`src/rtl/negclr_pkg.sv`:
```
package negclr_pkg;

   // Operation select encoding, taken from the instruction word
   typedef enum logic [1:0] {
      OP_NEGX = 2'd0,
      OP_CLR  = 2'd1,
      OP_NEG  = 2'd2,
      OP_NOT  = 2'd3
   } una_op_e;

   // Positions of the fields in the instruction word
   localparam int OPW_BITS     = 16;
   localparam int OPSEL_LSB    = 9;
   localparam int SIZE_LSB     = 6;
   localparam int EAMODE_LSB   = 3;

   localparam logic [1:0] SZ_RESERVED = 2'd3;
   localparam logic [2:0] EA_ADDR_REG = 3'b001;

endpackage

```
`src/rtl/negclr_lane.sv`:
```
// One width lane: computes the sized result and the sized flags for every operation.
module negclr_lane
   import negclr_pkg::*;
#(
   parameter int W = 8
) (
   input  una_op_e        op_sel,
   input  logic [W-1:0]   src,
   input  logic           x_in,
   output logic [W-1:0]   res,
   output logic           n_o,
   output logic           zero_o,
   output logic           v_o,
   output logic           c_o
);

   generate
      if (W < 2) begin : g_bad_w
         $error("negclr_lane: W must be at least 2");
      end
   endgenerate

   logic         use_x;
   logic [W:0]   diff;

   assign use_x = (op_sel == OP_NEGX) ? x_in : 1'b0;
   assign diff  = {1'b0, {W{1'b0}}} - {1'b0, src} - {{W{1'b0}}, use_x};

   always_comb begin
      res = '0;
      v_o = 1'b0;
      c_o = 1'b0;
      unique case (op_sel)
         OP_NEGX, OP_NEG: begin
            res = diff[W-1:0];
            c_o = diff[W];
            v_o = src[W-1] & diff[W-1];
         end
         OP_CLR: res = '0;
         OP_NOT: res = ~src;
         default: res = '0;
      endcase
   end

   assign n_o    = res[W-1];
   assign zero_o = (res == '0);

endmodule

```
`src/rtl/negclr_cycles.sv`:
```
// Cycle count from size and destination kind.
module negclr_cycles #(
   parameter int CYC_W     = 4,
   parameter int CYC_SHORT = 4,
   parameter int CYC_LONG  = 6
) (
   input  logic [1:0]       sz,
   input  logic             mem_dst,
   output logic [CYC_W-1:0] cyc
);

   generate
      if ((CYC_LONG * 2) >= (1 << CYC_W)) begin : g_bad_cyc
         $error("negclr_cycles: CYC_W too narrow for doubled long count");
      end
   endgenerate

   localparam logic [CYC_W-1:0] SHORT_V = CYC_W'(CYC_SHORT);
   localparam logic [CYC_W-1:0] LONG_V  = CYC_W'(CYC_LONG);

   logic [CYC_W-1:0] base;

   assign base = (sz == 2'd2) ? LONG_V : SHORT_V;
   assign cyc  = mem_dst ? (base << 1) : base;

endmodule

```
`src/rtl/negclr_unit.sv`:
```
module negclr_unit
   import negclr_pkg::*;
#(
   parameter int DATA_W    = 32,
   parameter int CYC_W     = 4,
   parameter int CYC_SHORT = 4,
   parameter int CYC_LONG  = 6
) (
   input  logic              clk,
   input  logic              rst_n,
   input  logic [15:0]       op_word,
   input  logic [DATA_W-1:0] operand,
   input  logic              x_in,
   input  logic              z_in,
   input  logic              mem_dst,
   output logic [DATA_W-1:0] result,
   output logic              flag_n,
   output logic              flag_z,
   output logic              flag_v,
   output logic              flag_c,
   output logic              flag_x,
   output logic [CYC_W-1:0]  cycles,
   output logic              illegal
);

   localparam int NUM_SIZES = 3;

   generate
      if (DATA_W != 32) begin : g_bad_data_w
         $error("negclr_unit: DATA_W must be 32 (byte/word/long lanes)");
      end
   endgenerate

   una_op_e    op_sel;
   logic [1:0] sz;
   logic [2:0] ea_mode;
   logic       illegal_c;
   logic [1:0] sz_idx;

   assign op_sel    = una_op_e'(op_word[OPSEL_LSB +: 2]);
   assign sz        = op_word[SIZE_LSB +: 2];
   assign ea_mode   = op_word[EAMODE_LSB +: 3];
   assign illegal_c = (sz == SZ_RESERVED) || (ea_mode == EA_ADDR_REG);
   assign sz_idx    = illegal_c ? 2'd0 : sz;

   logic [DATA_W-1:0] lane_res  [NUM_SIZES];
   logic [DATA_W-1:0] lane_mask [NUM_SIZES];
   logic              lane_n    [NUM_SIZES];
   logic              lane_zero [NUM_SIZES];
   logic              lane_v    [NUM_SIZES];
   logic              lane_c    [NUM_SIZES];

   generate
      for (genvar g = 0; g < NUM_SIZES; g++) begin : g_lane
         localparam int LW = 8 << g;
         logic [LW-1:0] r_g;
         negclr_lane #(.W(LW)) u_lane (
            .op_sel (op_sel),
            .src    (operand[LW-1:0]),
            .x_in   (x_in),
            .res    (r_g),
            .n_o    (lane_n[g]),
            .zero_o (lane_zero[g]),
            .v_o    (lane_v[g]),
            .c_o    (lane_c[g])
         );
         assign lane_res[g]  = DATA_W'(r_g);
         assign lane_mask[g] = ~({DATA_W{1'b1}} << LW);
      end
   endgenerate

   logic [CYC_W-1:0] cyc_c;

   negclr_cycles #(
      .CYC_W     (CYC_W),
      .CYC_SHORT (CYC_SHORT),
      .CYC_LONG  (CYC_LONG)
   ) u_cyc (
      .sz      (sz),
      .mem_dst (mem_dst),
      .cyc     (cyc_c)
   );

   logic [DATA_W-1:0] res_c;
   logic              n_c, z_c, v_c, c_c, x_c;
   logic [CYC_W-1:0]  cycles_c;

   always_comb begin
      res_c    = operand;
      n_c      = 1'b0;
      z_c      = z_in;
      v_c      = 1'b0;
      c_c      = 1'b0;
      x_c      = x_in;
      cycles_c = '0;
      if (!illegal_c) begin
         res_c    = (operand & ~lane_mask[sz_idx]) | lane_res[sz_idx];
         n_c      = lane_n[sz_idx];
         v_c      = lane_v[sz_idx];
         c_c      = lane_c[sz_idx];
         cycles_c = cyc_c;
         unique case (op_sel)
            OP_NEGX: begin
               z_c = lane_zero[sz_idx] ? z_in : 1'b0;
               x_c = lane_c[sz_idx];
            end
            OP_NEG: begin
               z_c = lane_zero[sz_idx];
               x_c = lane_c[sz_idx];
            end
            default: z_c = lane_zero[sz_idx];
         endcase
      end
   end

   always_ff @(posedge clk) begin
      if (!rst_n) begin
         result  <= '0;
         flag_n  <= 1'b0;
         flag_z  <= 1'b0;
         flag_v  <= 1'b0;
         flag_c  <= 1'b0;
         flag_x  <= 1'b0;
         cycles  <= '0;
         illegal <= 1'b0;
      end else begin
         result  <= res_c;
         flag_n  <= n_c;
         flag_z  <= z_c;
         flag_v  <= v_c;
         flag_c  <= c_c;
         flag_x  <= x_c;
         cycles  <= cycles_c;
         illegal <= illegal_c;
      end
   end

endmodule

```
`config.mk`:
```
export PLATFORM = sky130hd
export DESIGN_NAME = negclr_unit
export DESIGN_NICKNAME = d
export VERILOG_FILES = /design/src/rtl/negclr_pkg.sv /design/src/rtl/negclr_lane.sv /design/src/rtl/negclr_cycles.sv /design/src/rtl/negclr_unit.sv
export SDC_FILE = /design/constraint.sdc
export NUM_CORES = 1
export LEC_CHECK = 0
export BUFFER_PORTS_ARGS = -buffer_cell sky130_fd_sc_hd__buf_2
export CORE_MARGIN = 2
export CORE_UTILIZATION = 35
export CTS_CLUSTER_DIAMETER = 100
export DETAILED_ROUTE_END_ITERATION = 16
export PLACE_DENSITY = 0.6
export SLEW_MARGIN = 15
export SYNTH_ARGS = -nofsm -noshare
export SYNTH_HDL_FRONTEND = slang
export SYNTH_SLANG_ARGS = --single-unit
```
`constraint.sdc`:
```
create_clock -name clk -period 3.3 [get_ports clk]
set_clock_uncertainty 0.2 [all_clocks]
set_input_delay 0.165 -clock clk [delete_from_list [all_inputs] [get_ports clk]]
set_output_delay 0.165 -clock clk [all_outputs]
set_load 0.005 [all_outputs]
```
## After elaboration in Yosys (flattened, before gate mapping)

Index checks and enable logic that the tools add are counted.
W data, S select, Z words.

- Register bits after elaboration: 42
- Logic and storage cells: 78

- Add/sub/neg operators: 6
- $lt $le $gt $ge: 1
- Equal/unequal tests: 6
- Mux-type cells: 37
- Bitwise operators: 11
- Reductions and logical operators: 8

Operators by type and width:

| cell | count |
|---|---|
| $mux W32 | 5 |
| $bmux W32 S2 | 2 |
| $pmux W32 S3 | 1 |
| $not A32 Y32 | 2 |
| $pmux W16 S3 | 1 |
| $sub A1 B32 Y33 const A | 1 |
| $sub A33 B1 Y33 | 1 |
| $and A32 B32 Y32 | 1 |
| $logic_not A32 Y1 | 1 |
| $or A32 B32 Y32 | 1 |
| $pmux W8 S3 | 1 |
| $mux W1 | 20 |
| $sub A1 B16 Y17 const A | 1 |
| $sub A17 B1 Y17 | 1 |
| $logic_not A16 Y1 | 1 |
| $not A16 Y16 | 1 |
| $sub A1 B8 Y9 const A | 1 |
| $sub A9 B1 Y9 | 1 |
| $bmux W1 S2 | 4 |
| $eq A2 B2 Y1 const B | 4 |
| $logic_not A8 Y1 | 1 |
| $not A8 Y8 | 1 |
| $mux W2 | 2 |
| $mux W4 | 1 |
| other kinds (10) | 13 |

## Logic depth before layout (Yosys ltp)

- Word-level depth: 11
- Gate-level depth with buffers: 16
- Mapped depth without buffers: 15

## Cells and area by module

A second synthesis with hierarchy kept.

- Cell total of the unflattened synthesis: 836
- Area, all modules: 6183.4 sq um

By module, submodules not included:

| module | instances | cells an instance | area each (sq um) | seq. area each (sq um) |
|---|---|---|---|---|
| negclr_lane (g_lane[2].u_lane) | 1 | 402 | 2645.0 | 0.0 |
| negclr_unit | 1 | 205 | 1809.2 | 840.8 |
| negclr_lane (g_lane[1].u_lane) | 1 | 148 | 1148.6 | 0.0 |
| negclr_lane (g_lane[0].u_lane) | 1 | 75 | 538.0 | 0.0 |
| negclr_cycles | 1 | 6 | 42.5 | 0.0 |

## Worst setup path before layout

OpenSTA, ideal clock, no wires.

- Kind: input -> register
- Start point: input port op_word[9]
- End point: register result[30]
- Setup time: 0.117 ns
- Data arrival time: 2.798 ns
- Setup slack: 0.185 ns
- Stages on the path: 14
- Buffers on the path: 1
- Path through: buf_2 -> nor2_1 -> nand2_1 -> ha_1 -> ha_1 -> a211oi_2 -> o211ai_2 -> a41oi_4 -> a211oi_1 -> o31a_1 -> o41ai_2 -> mux2i_1 -> o21ai_0 -> a22o_1

- Word-level cells in the longest chain between the ends: 9
- Elaborated cells between the ends (all ways): 13

RTL lines:

| what | line | source |
|---|---|---|
| start, declared | negclr_unit.sv:11 | `input logic [15:0] op_word,` |
| $logic_not A2 Y1 | negclr_lane.sv:26, negclr_lane.sv:33 |  |
| $mux W1 | negclr_lane.sv:26 | `assign use_x = (op_sel == OP_NEGX) ? x_in : 1'b0;` |
| $sub A33 B1 Y33 | negclr_lane.sv:27 | `assign diff = {1'b0, {W{1'b0}}} - {1'b0, src} - {{W{1'b0}}, use_x};` |
| $pmux W32 S3 * | negclr_lane.sv:33 | `unique case (op_sel)` |
| $bmux W32 S2 * | negclr_unit.sv:97 | `res_c = (operand & ~lane_mask[sz_idx]) \| lane_res[sz_idx];` |
| $mux W32 (implied by the code) * (2 in a row) | negclr_unit.sv:97 |  |
| $or A32 B32 Y32 * | negclr_unit.sv:97 |  |
| $mux W32 * | negclr_unit.sv:96 | `if (!illegal_c) begin` |
| end signal, assigned | negclr_unit.sv:127 | `result <= res_c;` |
| end, declared | negclr_unit.sv:16 | `output logic [DATA_W-1:0] result,` |

Mark *: on every way between the ends. The rest lies on a longest branch, timed or not. The select of a mux whose other input is x is not followed.
A chain may end at the register's enable or synchronous reset.

## Worst setup path after layout

- Start point: input port operand[24]
- End point: register flag_n

- Word-level cells in the longest chain between the ends: 6

RTL lines:

| what | line | source |
|---|---|---|
| start, declared | negclr_unit.sv:12 | `input logic [DATA_W-1:0] operand,` |
| $sub A1 B32 Y33 | negclr_lane.sv:27 |  |
| $sub A33 B1 Y33 | negclr_lane.sv:27 |  |
| $pmux W32 S3 | negclr_lane.sv:33 |  |
| $bmux W1 S2 | negclr_unit.sv:98 | `n_c = lane_n[sz_idx];` |
| $mux W1 (implied by the code) (2 in a row) | negclr_unit.sv:98 |  |
| end signal, assigned | negclr_unit.sv:128 | `flag_n <= n_c;` |
| end, declared | negclr_unit.sv:17 | `output logic flag_n,` |

Every way passes these cells. The select of a mux whose other input is x is not followed.

==> summary.txt <==
GRT
  • First-pass GRT wire length: 21.9 mm
  • Initial antenna violation count: 0
  • Total Routing Usage GR: 20.9%
  • Grt ovf: 0
  • Largest net degree at the start of global routing: 67
  • Number of global-route vias before repair: 4414

Critical path
  • Setup crit end kind: flop
  • Crit Path Category: input port to flop
  • Crit-path max FO: 7
  • Crit path DAT: 3.16 ns
  • Required time of the critical path: 3.32 ns
  • Worst Setup Start Kind: input port

Status
  • Status: complete, but fails checks
  • Failing checks: hold timing

Floorplanning
  • Io pins: 95
  • Initial core utilization: 35.8%
  • Die Height: 112 µm
  • Core footprint: 11400 µm²
  • Die area: 12600 µm²
  • Die W: 112 µm
  • # rows: 39

Clock tree
  • Num CTS Buffers: 5
  • Clock Pin Slew Worst Setup and Hold Paths: 0.06 ns
  • CTS tree: yes
  • Root Buffer Master: clkbuf_16
  • Max Root-Sink Buffers: 2
  • H-tree levels: 2
  • Clk sinks: 41

Place
  • Post-Place Worst Slack: -0.270 ns
  • Gp weighted congestion: 0.909
  • Post-DP HPWL: 10.2 mm
  • Inst Count DP: 781
  • Input/output buffers: 84

Synth
  • Register area share after synthesis: 20.1%
  • Syn Nets: 635
  • Post-synthesis cell type count: 81
  • Synthesized cell area: 4090 µm²
  • Post-synth EDFFs: 0
  • Yosys warning count: 0
  • Yosys reg bits: 41
  • Ys async rst share: 0%
  • Syn avg cell area: 7.49 µm²
  • Ys flop type: dfxtp_1
  • Post-Syn Instances: 546

Power
  • VDD IR max: 0.178 mV
  • Leakage: 2.40 nW
  • PD cells: 345 nW/µm²

Drt
  • DR iter-0 viols: 309
  • Antenna-violating nets left: 0
  • Final WL: 13.2 mm
  • Routed wl met2: 6.02 mm
  • Highest metal layer with signal wires: met4
  • Met1 wire length: 6.27 mm
  • Drt wl/cell: 16.2 µm
  • Vias post-DR: 4600
  • Routed vias/inst: 5.64
  • First-pass DRT Iterations: 5
  • # DRC: 0
  • Routed wl met3: 639 µm

Hold path
  • HP Class: input port to flop

Finish
  • Layout cells sized above 1: 22.9%
  • Syn-to-layout area delta: 29.4%
  • Final std cells w/o fill: 815
  • Commonest non-fill, non-tap cells in the layout: buf_2, nand2_1, nor2_1
  • Leading cell type in the layout, fill and taps excluded: buf_2
  • Nets: 760
  • Ant. Diodes: 0

Timing
  • Final Setup Violations: 0
  • Achievable Freq: 318 MHz
  • Period utilization: 95.2%
  • Setup_tns: 0 ns
  • Worst slew pin tran: 0.660 ns
  • Hold Violations, Final: 1
  • Post-route setup slack: 0.160 ns
  • RSZ-0062 raised after global routing: false
  • Slew HR: 56.0%
  • Final Slew Violations: 0
  • Fin Hold WS: -0.00102 ns
  • Tmin final: 3.14 ns

Run
  • # Max-Cap Violations: 0
==> through the flow <==
stage	instance area [µm²]	utilization, %	total power, W	hold WS (ns)
after floorplan	4090	-	0.00103	0.0374
after CTS	5220	45.7	0.00181	0.00307
after global placement	4830	42.3	0.00129	0.155
final	5290	46.3	0.00182	-0.00102
after global routing	5290	46.3	0.00193	0.0261
after detailed placement	4830	42.3	0.00130	0.160
==> flip-flops by register name, summed over array words and instances (netlist names) <==
register / count
illegal: 1
cycles: 3
result: 32
flag_x: 1
flag_z: 1
flag_n: 1
flag_v: 1
flag_c: 1
==> worst max-delay path, stage by stage <==
cell	delay [ns]
dlygate4sd3_1	0.53
buf_2	0.15
ha_1	0.36
a21o_1	0.23
a21oi_1	0.15
nor2b_1	0.07
o31ai_1	0.38
o21ai_0	0.19
o21a_1	0.22
o32a_1	0.38
o221a_1	0.24
nor2_1	0.08
==> cell usage after synthesis (3+ instances only) <==
master    count  area [µm²]
mux2i_1       6        60.1
nor3b_1       4        30.0
inv_1        39         146
nor2b_1      11        68.8
xnor2_1       6        52.6
a22o_1       16         140
nand4_1       9        56.3
dfxtp_1      41         821
and2_1        6        37.5
and3_1        3        18.8
buf_2         3        15.0
o211ai_1      3        22.5
o32ai_1       4        35.0
a211oi_1      9        67.6
nor2_1       42         158
a21o_1        7        52.6
o21a_1        9        67.6
buf_1         3        11.3
a21boi_0      4        30.0
nand2b_1      6        37.5
nand2_1      45         169
or2_2         4        25.0
o21ai_0      31         155
nor4_1        5        31.3
ha_1         36         450
a31oi_1       9        56.3
and4_1        3        26.3
nor3_1       20         100
o31ai_1       7        52.6
clkbuf_1     17        63.8
or3_1         6        37.5
nand3_1      13        65.1
a21oi_1      40         200
a311oi_1      3        26.3
or4_1         3        22.5
o31a_1        3        26.3
o21ai_1       8        40.0
o21bai_1      4        30.0
==> layout make-up <==
class / count / area [µm²]
Multi-Input combinational cell: 439 / 3070
Inverter: 41 / 154
Clock buffer: 5 / 125
Tap cell: 143 / 179
Timing Repair Buffer: 143 / 926
Fill cell: 1140 / 6130
Clock inverter: 3 / 17.5
Sequential cell: 41 / 821
==> layer usage <==
layer	GRT usage, %	vias to the layer above
met5	0	-
met4	6.83	0
met3	2.27	20
met2	33.9	131
met1	29.3	2149
li1	-	2300
==> report_power, final <==
group / internal (W) / switching, W
clock: 0.000277 / 0.000207
combinational: 0.000351 / 0.000442
sequential: 0.000536 / 0.00000910
total: 0.00116 / 0.000659
==> final timing paths <==
check | end | startpoint | slack (ns) | depth (start not counted)
max | flag_n$_SDFF_PP0_ | operand[24] | 0.16 | 12
min | result[10]$_SDFF_PN0_ | operand[10] | -0.001 | 3
==> cells by family (layout without fill, tap and decap cells) <==
kind of cell	count (synthesis)	in the layout	synth area share, %
xor+xnor	8	8	1.71
simple gates	188	188	23.3
compound gates	198	198	35.3
fa+ha+maj	36	36	11.0
mux	8	8	2.02
other cells	1	1	0.0917
flops	41	41	20.1
buf+inv	66	192	6.43
==> what timing repair did <==
item / 4_1_cts / 5_1_grt
setup endpoints to repair: 0 / 7
buffers inserted: 0 / 1
hold buffers: 25 / 0
endpoints found under the hold margin: 27 / 0
resized for setup: 0 / 12
Note: power is estimated with default switching activity, not from simulation.
